**src/rtl/defl_pkg.sv**
```systemverilog
package defl_pkg;
  localparam int N_MESH = 4;
  localparam logic [1:0] P_N = 2'd0;
  localparam logic [1:0] P_S = 2'd1;
  localparam logic [1:0] P_E = 2'd2;
  localparam logic [1:0] P_W = 2'd3;
endpackage

```
**src/rtl/defl_dir_sel.sv**
```systemverilog
module defl_dir_sel import defl_pkg::*; #(
  parameter int X_W  = 3,
  parameter int Y_W  = 3,
  parameter int MY_X = 1,
  parameter int MY_Y = 1
) (
  input  logic [X_W-1:0] dst_x,
  input  logic [Y_W-1:0] dst_y,
  output logic [1:0]     dir,
  output logic           here
);
  localparam logic [X_W-1:0] HX = X_W'(MY_X);
  localparam logic [Y_W-1:0] HY = Y_W'(MY_Y);

  always_comb begin
    here = (dst_x == HX) && (dst_y == HY);
    if (dst_x > HX)      dir = P_E;
    else if (dst_x < HX) dir = P_W;
    else if (dst_y > HY) dir = P_N;
    else                 dir = P_S;
  end
endmodule

```
**src/rtl/defl_rank.sv**
```systemverilog
module defl_rank #(
  parameter int N     = 4,
  parameter int AGE_W = 4,
  parameter int RW    = $clog2(N)
) (
  input  logic [N-1:0]            vld,
  input  logic [N-1:0][AGE_W-1:0] age,
  output logic [N-1:0][RW-1:0]    rank
);
  always_comb begin
    for (int i = 0; i < N; i++) begin
      rank[i] = '0;
      for (int j = 0; j < N; j++) begin
        if (j != i && vld[j] &&
            ((age[j] > age[i]) || ((age[j] == age[i]) && (j < i))))
          rank[i] = rank[i] + RW'(1);
      end
    end
  end
endmodule

```
**src/rtl/defl_alloc.sv**
```systemverilog
module defl_alloc #(
  parameter int N  = 4,
  parameter int RW = $clog2(N),
  parameter int SW = $clog2(N+1)
) (
  input  logic [N-1:0]          req_v,
  input  logic [N-1:0][RW-1:0]  rank,
  input  logic [N-1:0][RW-1:0]  want,
  input  logic [N-1:0]          here,
  input  logic [N-1:0]          avail,
  input  logic                  inj_v,
  input  logic [RW-1:0]         inj_want,
  input  logic                  inj_here,
  output logic [N-1:0]          grant_v,
  output logic [N-1:0][SW-1:0]  grant_src,
  output logic                  ej_v,
  output logic [RW-1:0]         ej_src,
  output logic                  inj_ready
);
  logic [N-1:0] busy;
  logic         placed;

  always_comb begin
    busy      = '0;
    grant_src = '0;
    ej_v      = 1'b0;
    ej_src    = '0;
    placed    = 1'b0;
    for (int r = 0; r < N; r++) begin
      for (int i = 0; i < N; i++) begin
        if (req_v[i] && rank[i] == RW'(r)) begin
          placed = 1'b0;
          if (here[i] && !ej_v) begin
            ej_v   = 1'b1;
            ej_src = RW'(i);
            placed = 1'b1;
          end else if (!here[i] && avail[want[i]] && !busy[want[i]]) begin
            busy[want[i]]      = 1'b1;
            grant_src[want[i]] = SW'(i);
            placed             = 1'b1;
          end
          for (int p = 0; p < N; p++) begin
            if (!placed && avail[p] && !busy[p]) begin
              busy[p]      = 1'b1;
              grant_src[p] = SW'(i);
              placed       = 1'b1;
            end
          end
        end
      end
    end
    inj_ready = |(avail & ~busy);
    if (inj_v && inj_ready) begin
      placed = 1'b0;
      if (!inj_here && avail[inj_want] && !busy[inj_want]) begin
        busy[inj_want]      = 1'b1;
        grant_src[inj_want] = SW'(N);
        placed              = 1'b1;
      end
      for (int p = 0; p < N; p++) begin
        if (!placed && avail[p] && !busy[p]) begin
          busy[p]      = 1'b1;
          grant_src[p] = SW'(N);
          placed       = 1'b1;
        end
      end
    end
    grant_v = busy;
  end
endmodule

```
**src/rtl/defl_router.sv**
```systemverilog
module defl_router import defl_pkg::*; #(
  parameter int X_W    = 3,
  parameter int Y_W    = 3,
  parameter int AGE_W  = 4,
  parameter int DATA_W = 16,
  parameter int COLS   = 4,
  parameter int ROWS   = 4,
  parameter int MY_X   = 1,
  parameter int MY_Y   = 1,
  localparam int FW    = X_W + Y_W + AGE_W + DATA_W,
  localparam int NP    = N_MESH
) (
  input  logic                   clk,
  input  logic                   rst,
  input  logic [NP-1:0]          rx_valid,
  input  logic [NP-1:0][FW-1:0]  rx_flit,
  input  logic                   inj_valid,
  input  logic [FW-1:0]          inj_flit,
  output logic                   inj_ready,
  output logic [NP-1:0]          tx_valid,
  output logic [NP-1:0][FW-1:0]  tx_flit,
  output logic                   ej_valid,
  output logic [FW-1:0]          ej_flit
);
  localparam int RW = $clog2(NP);
  localparam int SW = $clog2(NP + 1);
  localparam int CW = X_W + Y_W;
  localparam logic [NP-1:0] AVAIL = {(MY_X > 0), (MY_X < COLS - 1),
                                     (MY_Y > 0), (MY_Y < ROWS - 1)};

  logic [NP-1:0]            lat_v;
  logic [NP-1:0][FW-1:0]    lat_f;
  logic [NP-1:0][RW-1:0]    want;
  logic [NP-1:0]            here;
  logic [NP-1:0][AGE_W-1:0] age;
  logic [NP-1:0][RW-1:0]    rank;
  logic [RW-1:0]            inj_want;
  logic                     inj_here;
  logic [NP-1:0]            grant_v;
  logic [NP-1:0][SW-1:0]    grant_src;
  logic                     alloc_ej;
  logic [RW-1:0]            alloc_ej_src;
  logic [NP-1:0][FW-1:0]    next_f;

  always_ff @(posedge clk) begin
    if (rst) lat_v <= '0;
    else     lat_v <= rx_valid;
    lat_f <= rx_flit;
  end

  for (genvar i = 0; i < NP; i++) begin : g_in
    assign age[i] = lat_f[i][DATA_W +: AGE_W];
    defl_dir_sel #(.X_W(X_W), .Y_W(Y_W), .MY_X(MY_X), .MY_Y(MY_Y)) u_dir (
      .dst_x (lat_f[i][FW-1 -: X_W]),
      .dst_y (lat_f[i][FW-X_W-1 -: Y_W]),
      .dir   (want[i]),
      .here  (here[i])
    );
  end

  defl_dir_sel #(.X_W(X_W), .Y_W(Y_W), .MY_X(MY_X), .MY_Y(MY_Y)) u_inj_dir (
    .dst_x (inj_flit[FW-1 -: X_W]),
    .dst_y (inj_flit[FW-X_W-1 -: Y_W]),
    .dir   (inj_want),
    .here  (inj_here)
  );

  defl_rank #(.N(NP), .AGE_W(AGE_W)) u_rank (
    .vld  (lat_v),
    .age  (age),
    .rank (rank)
  );

  defl_alloc #(.N(NP)) u_alloc (
    .req_v     (lat_v),
    .rank      (rank),
    .want      (want),
    .here      (here),
    .avail     (AVAIL),
    .inj_v     (inj_valid),
    .inj_want  (inj_want),
    .inj_here  (inj_here),
    .grant_v   (grant_v),
    .grant_src (grant_src),
    .ej_v      (alloc_ej),
    .ej_src    (alloc_ej_src),
    .inj_ready (inj_ready)
  );

  for (genvar p = 0; p < NP; p++) begin : g_out
    logic [FW-1:0]    pick;
    logic [AGE_W-1:0] a_old;
    logic [AGE_W-1:0] a_new;
    assign pick  = (grant_src[p] == SW'(NP)) ? inj_flit
                                             : lat_f[grant_src[p][RW-1:0]];
    assign a_old = pick[DATA_W +: AGE_W];
    assign a_new = (&a_old) ? a_old : a_old + AGE_W'(1);
    assign next_f[p] = {pick[FW-1 -: CW], a_new, pick[DATA_W-1:0]};
  end

  always_ff @(posedge clk) begin
    if (rst) begin
      tx_valid <= '0;
      ej_valid <= 1'b0;
    end else begin
      tx_valid <= grant_v;
      ej_valid <= alloc_ej;
    end
    tx_flit <= next_f;
    ej_flit <= lat_f[alloc_ej_src];
  end
endmodule

```
**config.mk**
```make
export PLATFORM = sky130hd
export DESIGN_NAME = defl_router
export DESIGN_NICKNAME = d
export VERILOG_FILES = /design/src/rtl/defl_pkg.sv /design/src/rtl/defl_dir_sel.sv /design/src/rtl/defl_rank.sv /design/src/rtl/defl_alloc.sv /design/src/rtl/defl_router.sv
export SDC_FILE = /design/constraint.sdc
export NUM_CORES = 1
export LEC_CHECK = 0
export BUFFER_PORTS_ARGS = -buffer_cell sky130_fd_sc_hd__buf_2
export CORE_ASPECT_RATIO = 1.75
export CORE_UTILIZATION = 52
export DETAILED_ROUTE_END_ITERATION = 12
export HOLD_SLACK_MARGIN = 0.02
export PLACE_DENSITY = 0.78
export SLEW_MARGIN = 40
export SYNTH_ARGS = -nofsm -noshare
export SYNTH_HDL_FRONTEND = slang
export SYNTH_SLANG_ARGS = --single-unit
```
**constraint.sdc**
```tcl
create_clock -name clk -period 11.98 [get_ports clk]
set_input_delay 0.599 -clock clk [delete_from_list [all_inputs] [get_ports clk]]
set_output_delay 0.599 -clock clk [all_outputs]
set_load 0.02 [all_outputs]
```
==> run summary, run 1 <==
====================================================================================
Top-Level Pins                                                                   273
Clock Root Buffer                                                          clkbuf_16
Ys async rst share                                                                 0
Largest net degree at the start of global routing                                 28
Weighted congestion at the end of routability-driven global placement          1.139
Combined global-route utilization of all metal layers                         0.7620
Net count after synthesis                                                       1934
Number of buffers created by CTS                                                  22
Number of enable-type register cells in the synthesized netlist                    0
Predominant post-synthesis flop cell                                         dfxtp_1
Most frequently used cell type in the post-synthesis netlist                 dfxtp_1
Via count of the first global-routing pass                                     23990
Status                                                                  aborted with a tool error
Most area-hungry cell type in the Yosys netlist                              dfxtp_1
Cell types occupying the most area after synthesis                      dfxtp_1 (30%), mux4_2 (10%), mux2_2 (8.0%), nand2_1 (4.3%), a21oi_1 (3.5%)
First-pass GRT wire length                                                 174400 um
Last stage reached                                                      global routing (5_1_grt)
Setup Slack @ Placement                                                     -1573 ps
Total gr overflow                                                                173
Total of buffers placed on input and output ports                                272
Maximum clock path buffer count                                                    3
Yosys reg bits                                                                   243
Dpl hpwl                                                                    64390 um
Area of placed instances                                                0.02077 mm^2
CTS H-tree lvls                                                                    1
Number of unique standard cell types used by synthesis                           118
Initial standard-cell utilization of the core                                 0.5300
Sequential fraction of the synthesis area                                     0.3043
Area of the mapped netlist                                              0.01599 mm^2
Clk sink count                                                                   243
Die height                                                                  234.0 um
Number of hold buffers added after CTS                                             0
Total number of yosys warnings                                                     0
Commonest cells in the netlist                                          dfxtp_1 (243), nand2_1 (182), nor2_1 (147)
Synthesized instance count                                                      1761
Die Width                                                                   134.6 um
Area fraction of the dominant cell type after synthesis                       0.3043
Synthesized area per cell                                                 9.079 um^2
Row Count                                                                         84
Error                                                                   [ERROR GRT-0116] Global routing finished with congestion. Check the congestion regions in the DRC Viewer.
====================================================================================
per-layer routing:
metal	track usage	GRT overflow
met5	0.2651	0
met2	0.9451	80
met3	0.6089	4
met4	0.8462	86
met1	0.7146	3
stage by stage:
| stage | hold slack [ps] | cells |
|---|---|---|
| after detailed placement | 524.6 | 2733 |
| after floorplan | 481.7 | 1761 |
| after global placement | 498.0 | 2733 |
| after CTS | 149.1 | 2845 |
logic make-up after synthesis:
logic type / share of synthesized area
adders and majority gates: 0.02817
muxes: 0.2086
DFF: 0.3043
xor gates and xnor gates: 0.002739
buffers and inverters: 0.03717
and+or+nand+nor: 0.1726
AOI/OAI and AO/OA: 0.2464
timing repair:
item	CTS
resized for setup	206
cloned	6
pin swaps	84
setup endpoints to repair	109
buffers inserted	70
==> run 2: changes to the inputs <==
- CORE_ASPECT_RATIO: 1.75 -> default
- CORE_UTILIZATION: 52 -> 40
- HOLD_SLACK_MARGIN: 0.02 -> default
- PLACE_DENSITY: 0.78 -> default
- PLACE_DENSITY_LB_ADDON: default -> 0.15
- clock period: 11.98 -> 15.6 ns (I/O delays scaled with it)
==> run summary, run 2 <==
====================================================================================================
Area of the mapped netlist                                                              0.01599 mm^2
Die Outline Area                                                                        0.04077 mm^2
Maximum clock path buffer count                                                                    3
Area occupied by multi-input gates                                                      0.01061 mm^2
Fin crit share                                                                                0.9483
Dpl hpwl                                                                                    50420 um
Post-Route Setup TNS                                                                            0 ps
Most used cells in the layout excluding fill and tap cells                              buf_2 (273), dfxtp_1 (243), nand2_1 (182)
Startpoint-to-endpoint class of the critical path                                         reg -> out
Layout cells sized above 1                                                                    0.3127
Max VDD drop                                                                                86.71 uV
Detailed-routing iteration count for the pre-antenna-repair pass                                   7
Critical path capture point type                                                          output pin
Clock latency reported for the late side of the worst-skew pair                               540 ps
Max Transition Viols Final                                                                         0
Average wire length per cell after detail routing                                           26.65 um
Final hold vios                                                                                    0
Status                                                                                  complete, no violations
Number of unique standard cell types used by synthesis                                           118
Antenna-violating nets left                                                                        0
Commonest cells in the netlist                                                          dfxtp_1 (243), nand2_1 (182), nor2_1 (147)
Total of buffers placed on input and output ports                                                272
Placeable Area                                                                          0.03901 mm^2
Predominant post-synthesis flop cell                                                         dfxtp_1
Slew headroom                                                                                 0.3944
Number of enable-type register cells in the synthesized netlist                                    0
Required time of the critical path                                                          14820 ps
Final number of setup-violating endpoints                                                          0
Area added between synthesis and finish                                                       17.49%
Detailed Route Iter0 Violations                                                                 1492
Yosys reg bits                                                                                   243
Via Count                                                                                      16120
Number of hold buffers added after CTS                                                             0
Most area-hungry cell type in the Yosys netlist                                              dfxtp_1
Setup WS post-layout                                                                        806.1 ps
Via count of the first global-routing pass                                                     15450
RSZ-0062 raised after global routing                                                           false
Number of fill cells                                                                            3789
Critical path startpoint category                                                          flip-flop
Most frequently used cell type in the post-synthesis netlist                                 dfxtp_1
Max capacitance violation total                                                                    0
Sequential fraction of the synthesis area                                                     0.3043
Ys async rst share                                                                                 0
Die height                                                                                  201.9 um
First-pass GRT wire length                                                                  99620 um
Total area of sequential cells                                                          0.004865 mm^2
Biggest register                                                                             tx_flit
Layout Skew                                                                                 14.58 ps
Clk sink count                                                                                   243
Synthesized area per cell                                                                 9.079 um^2
Maximum fanout along the worst path                                                               11
Commonest non-fill, non-tap cell in the layout                                                 buf_2
Timing-limited maximum frequency                                                         0.06760 GHz
Finished Core Util                                                                            0.4816
Total gr overflow                                                                                  0
Flip-flop count of the largest register after layout                                             104
Initial antenna violation count                                                                    6
Die Width                                                                                   201.9 um
Cell types occupying the most area after synthesis                                      dfxtp_1 (30%), mux4_2 (10%), mux2_2 (8.0%), nand2_1 (4.3%), a21oi_1 (3.5%)
Arrival time worst endpoint                                                                 14010 ps
Clock tree from TritonCTS                                                                      built
Average vias per placed instance                                                               6.342
Largest registers ranked by flip-flop count                                             tx_flit (104), lat_f (88), ej_flit (26)
Period minus WS final                                                                       14790 ps
Number of buffers created by CTS                                                                  27
Setup Slack @ Placement                                                                      1033 ps
Weighted congestion at the end of routability-driven global placement                          1.045
Synthesized instance count                                                                      1761
CTS H-tree lvls                                                                                    1
Clock-pin slew reported for the worst setup and hold paths after clock tree synthesis          70 ps
Total number of yosys warnings                                                                     0
Combined global-route utilization of all metal layers                                         0.3228
Area fraction of the dominant cell type after synthesis                                       0.3043
Drt drc                                                                                            0
Slowest cell on the critical path                                                              or4_1
Top-Level Pins                                                                                   273
Slew at the pin closest to its max-slew limit                                               885.4 ps
Initial standard-cell utilization of the core                                                 0.4099
Areal power density over the cells                                                      105.7 mW/mm^2
Final net count                                                                                 2176
Worst path max stage delay                                                                    520 ps
Detailed Route WL                                                                           67710 um
Net count after synthesis                                                                       1934
Hold/Removal Path Class                                                                    in -> reg
Clock Root Buffer                                                                          clkbuf_16
Largest net degree at the start of global routing                                                 46
Leakage power                                                                            0.007718 uW
Row Count                                                                                         72
====================================================================================================
[run 2: cells by family (layout without fill, tap and decap cells)]
group                      after synthesis  in the layout  synth area share
other                                    0              5                 0
and+or+nand+nor                        573            573            0.1726
xor gates and xnor gates                 5              5          0.002739
muxes                                  226            226            0.2086
AOI/OAI and AO/OA                      534            534            0.2464
adders and majority gates               36             36           0.02817
buffers and inverters                  144            401           0.03717
DFF                                    243            243            0.3043
[run 2: critical path: cells and delay by family (launching register included)]
| kind | cells | cell delay [ps] |
|---|---|---|
| AO/OA/AOI/OAI | 27 | 7040 |
| buffers and inverters | 2 | 330 |
| AND/OR/NAND/NOR | 18 | 4370 |
| adder cells (fa/ha/maj) | 2 | 740 |
| flip-flops | 1 | 460 |
| multiplexers | 1 | 500 |
[run 2: power by group]
group | leakage (uW) | total (uW) | switching (uW) | internal (uW)
sequential | 0.00205 | 743 | 45.1 | 698
combinational | 0.00528 | 652 | 397 | 256
clock | 0.000386 | 590 | 246 | 344
[run 2: repair_timing]
action	CTS	global route
setup endpoints to repair	0	56
gates resized for setup	0	4
setup buffers	0	0
[run 2: worst paths after layout]
check | startpoint | cells after the start | slack, ps | to
max | age[1] | 50 | 810 | inj_ready
min | rx_flit[70] | 1 | 340 | age[10]
max reg2reg | age[1] | 53 | 1010 | tx_flit[97]
min reg2reg | lat_f[60] | 2 | 530 | ej_flit[8]
[run 2: final cells by class]
type	instances	share of cell area
repair buffers	308	0.08806
multi-input cells	1374	0.5650
clock inverters	6	0.003730
diodes	5	0.0006661
flip-flops and latches	243	0.2590
clock buffers	38	0.03923
well taps	518	0.03450
inverters	49	0.009791
[run 2: metal layers]
layer	share of wire	track usage
met5	0	0
met4	0.049	0.1483
met3	0.090	0.05998
met2	0.45	0.5184
met1	0.41	0.4195
[run 2: stage by stage]
stage | instances | cell area (um^2) | power, uW | hold slack, ps
floorplan | 1761 | 15990 | 1180 | 481.7
global placement | 2491 | 17930 | 1394 | 509.8
detailed placement | 2491 | 17940 | 1394 | 515.7
CTS | 2535 | 18750 | 1989 | 317.0
global route | 2541 | 18780 | 2074 | 322.3
finish | 2541 | 18780 | 1985 | 339.2
No activity file was read; power rests on OpenSTA's default activity.
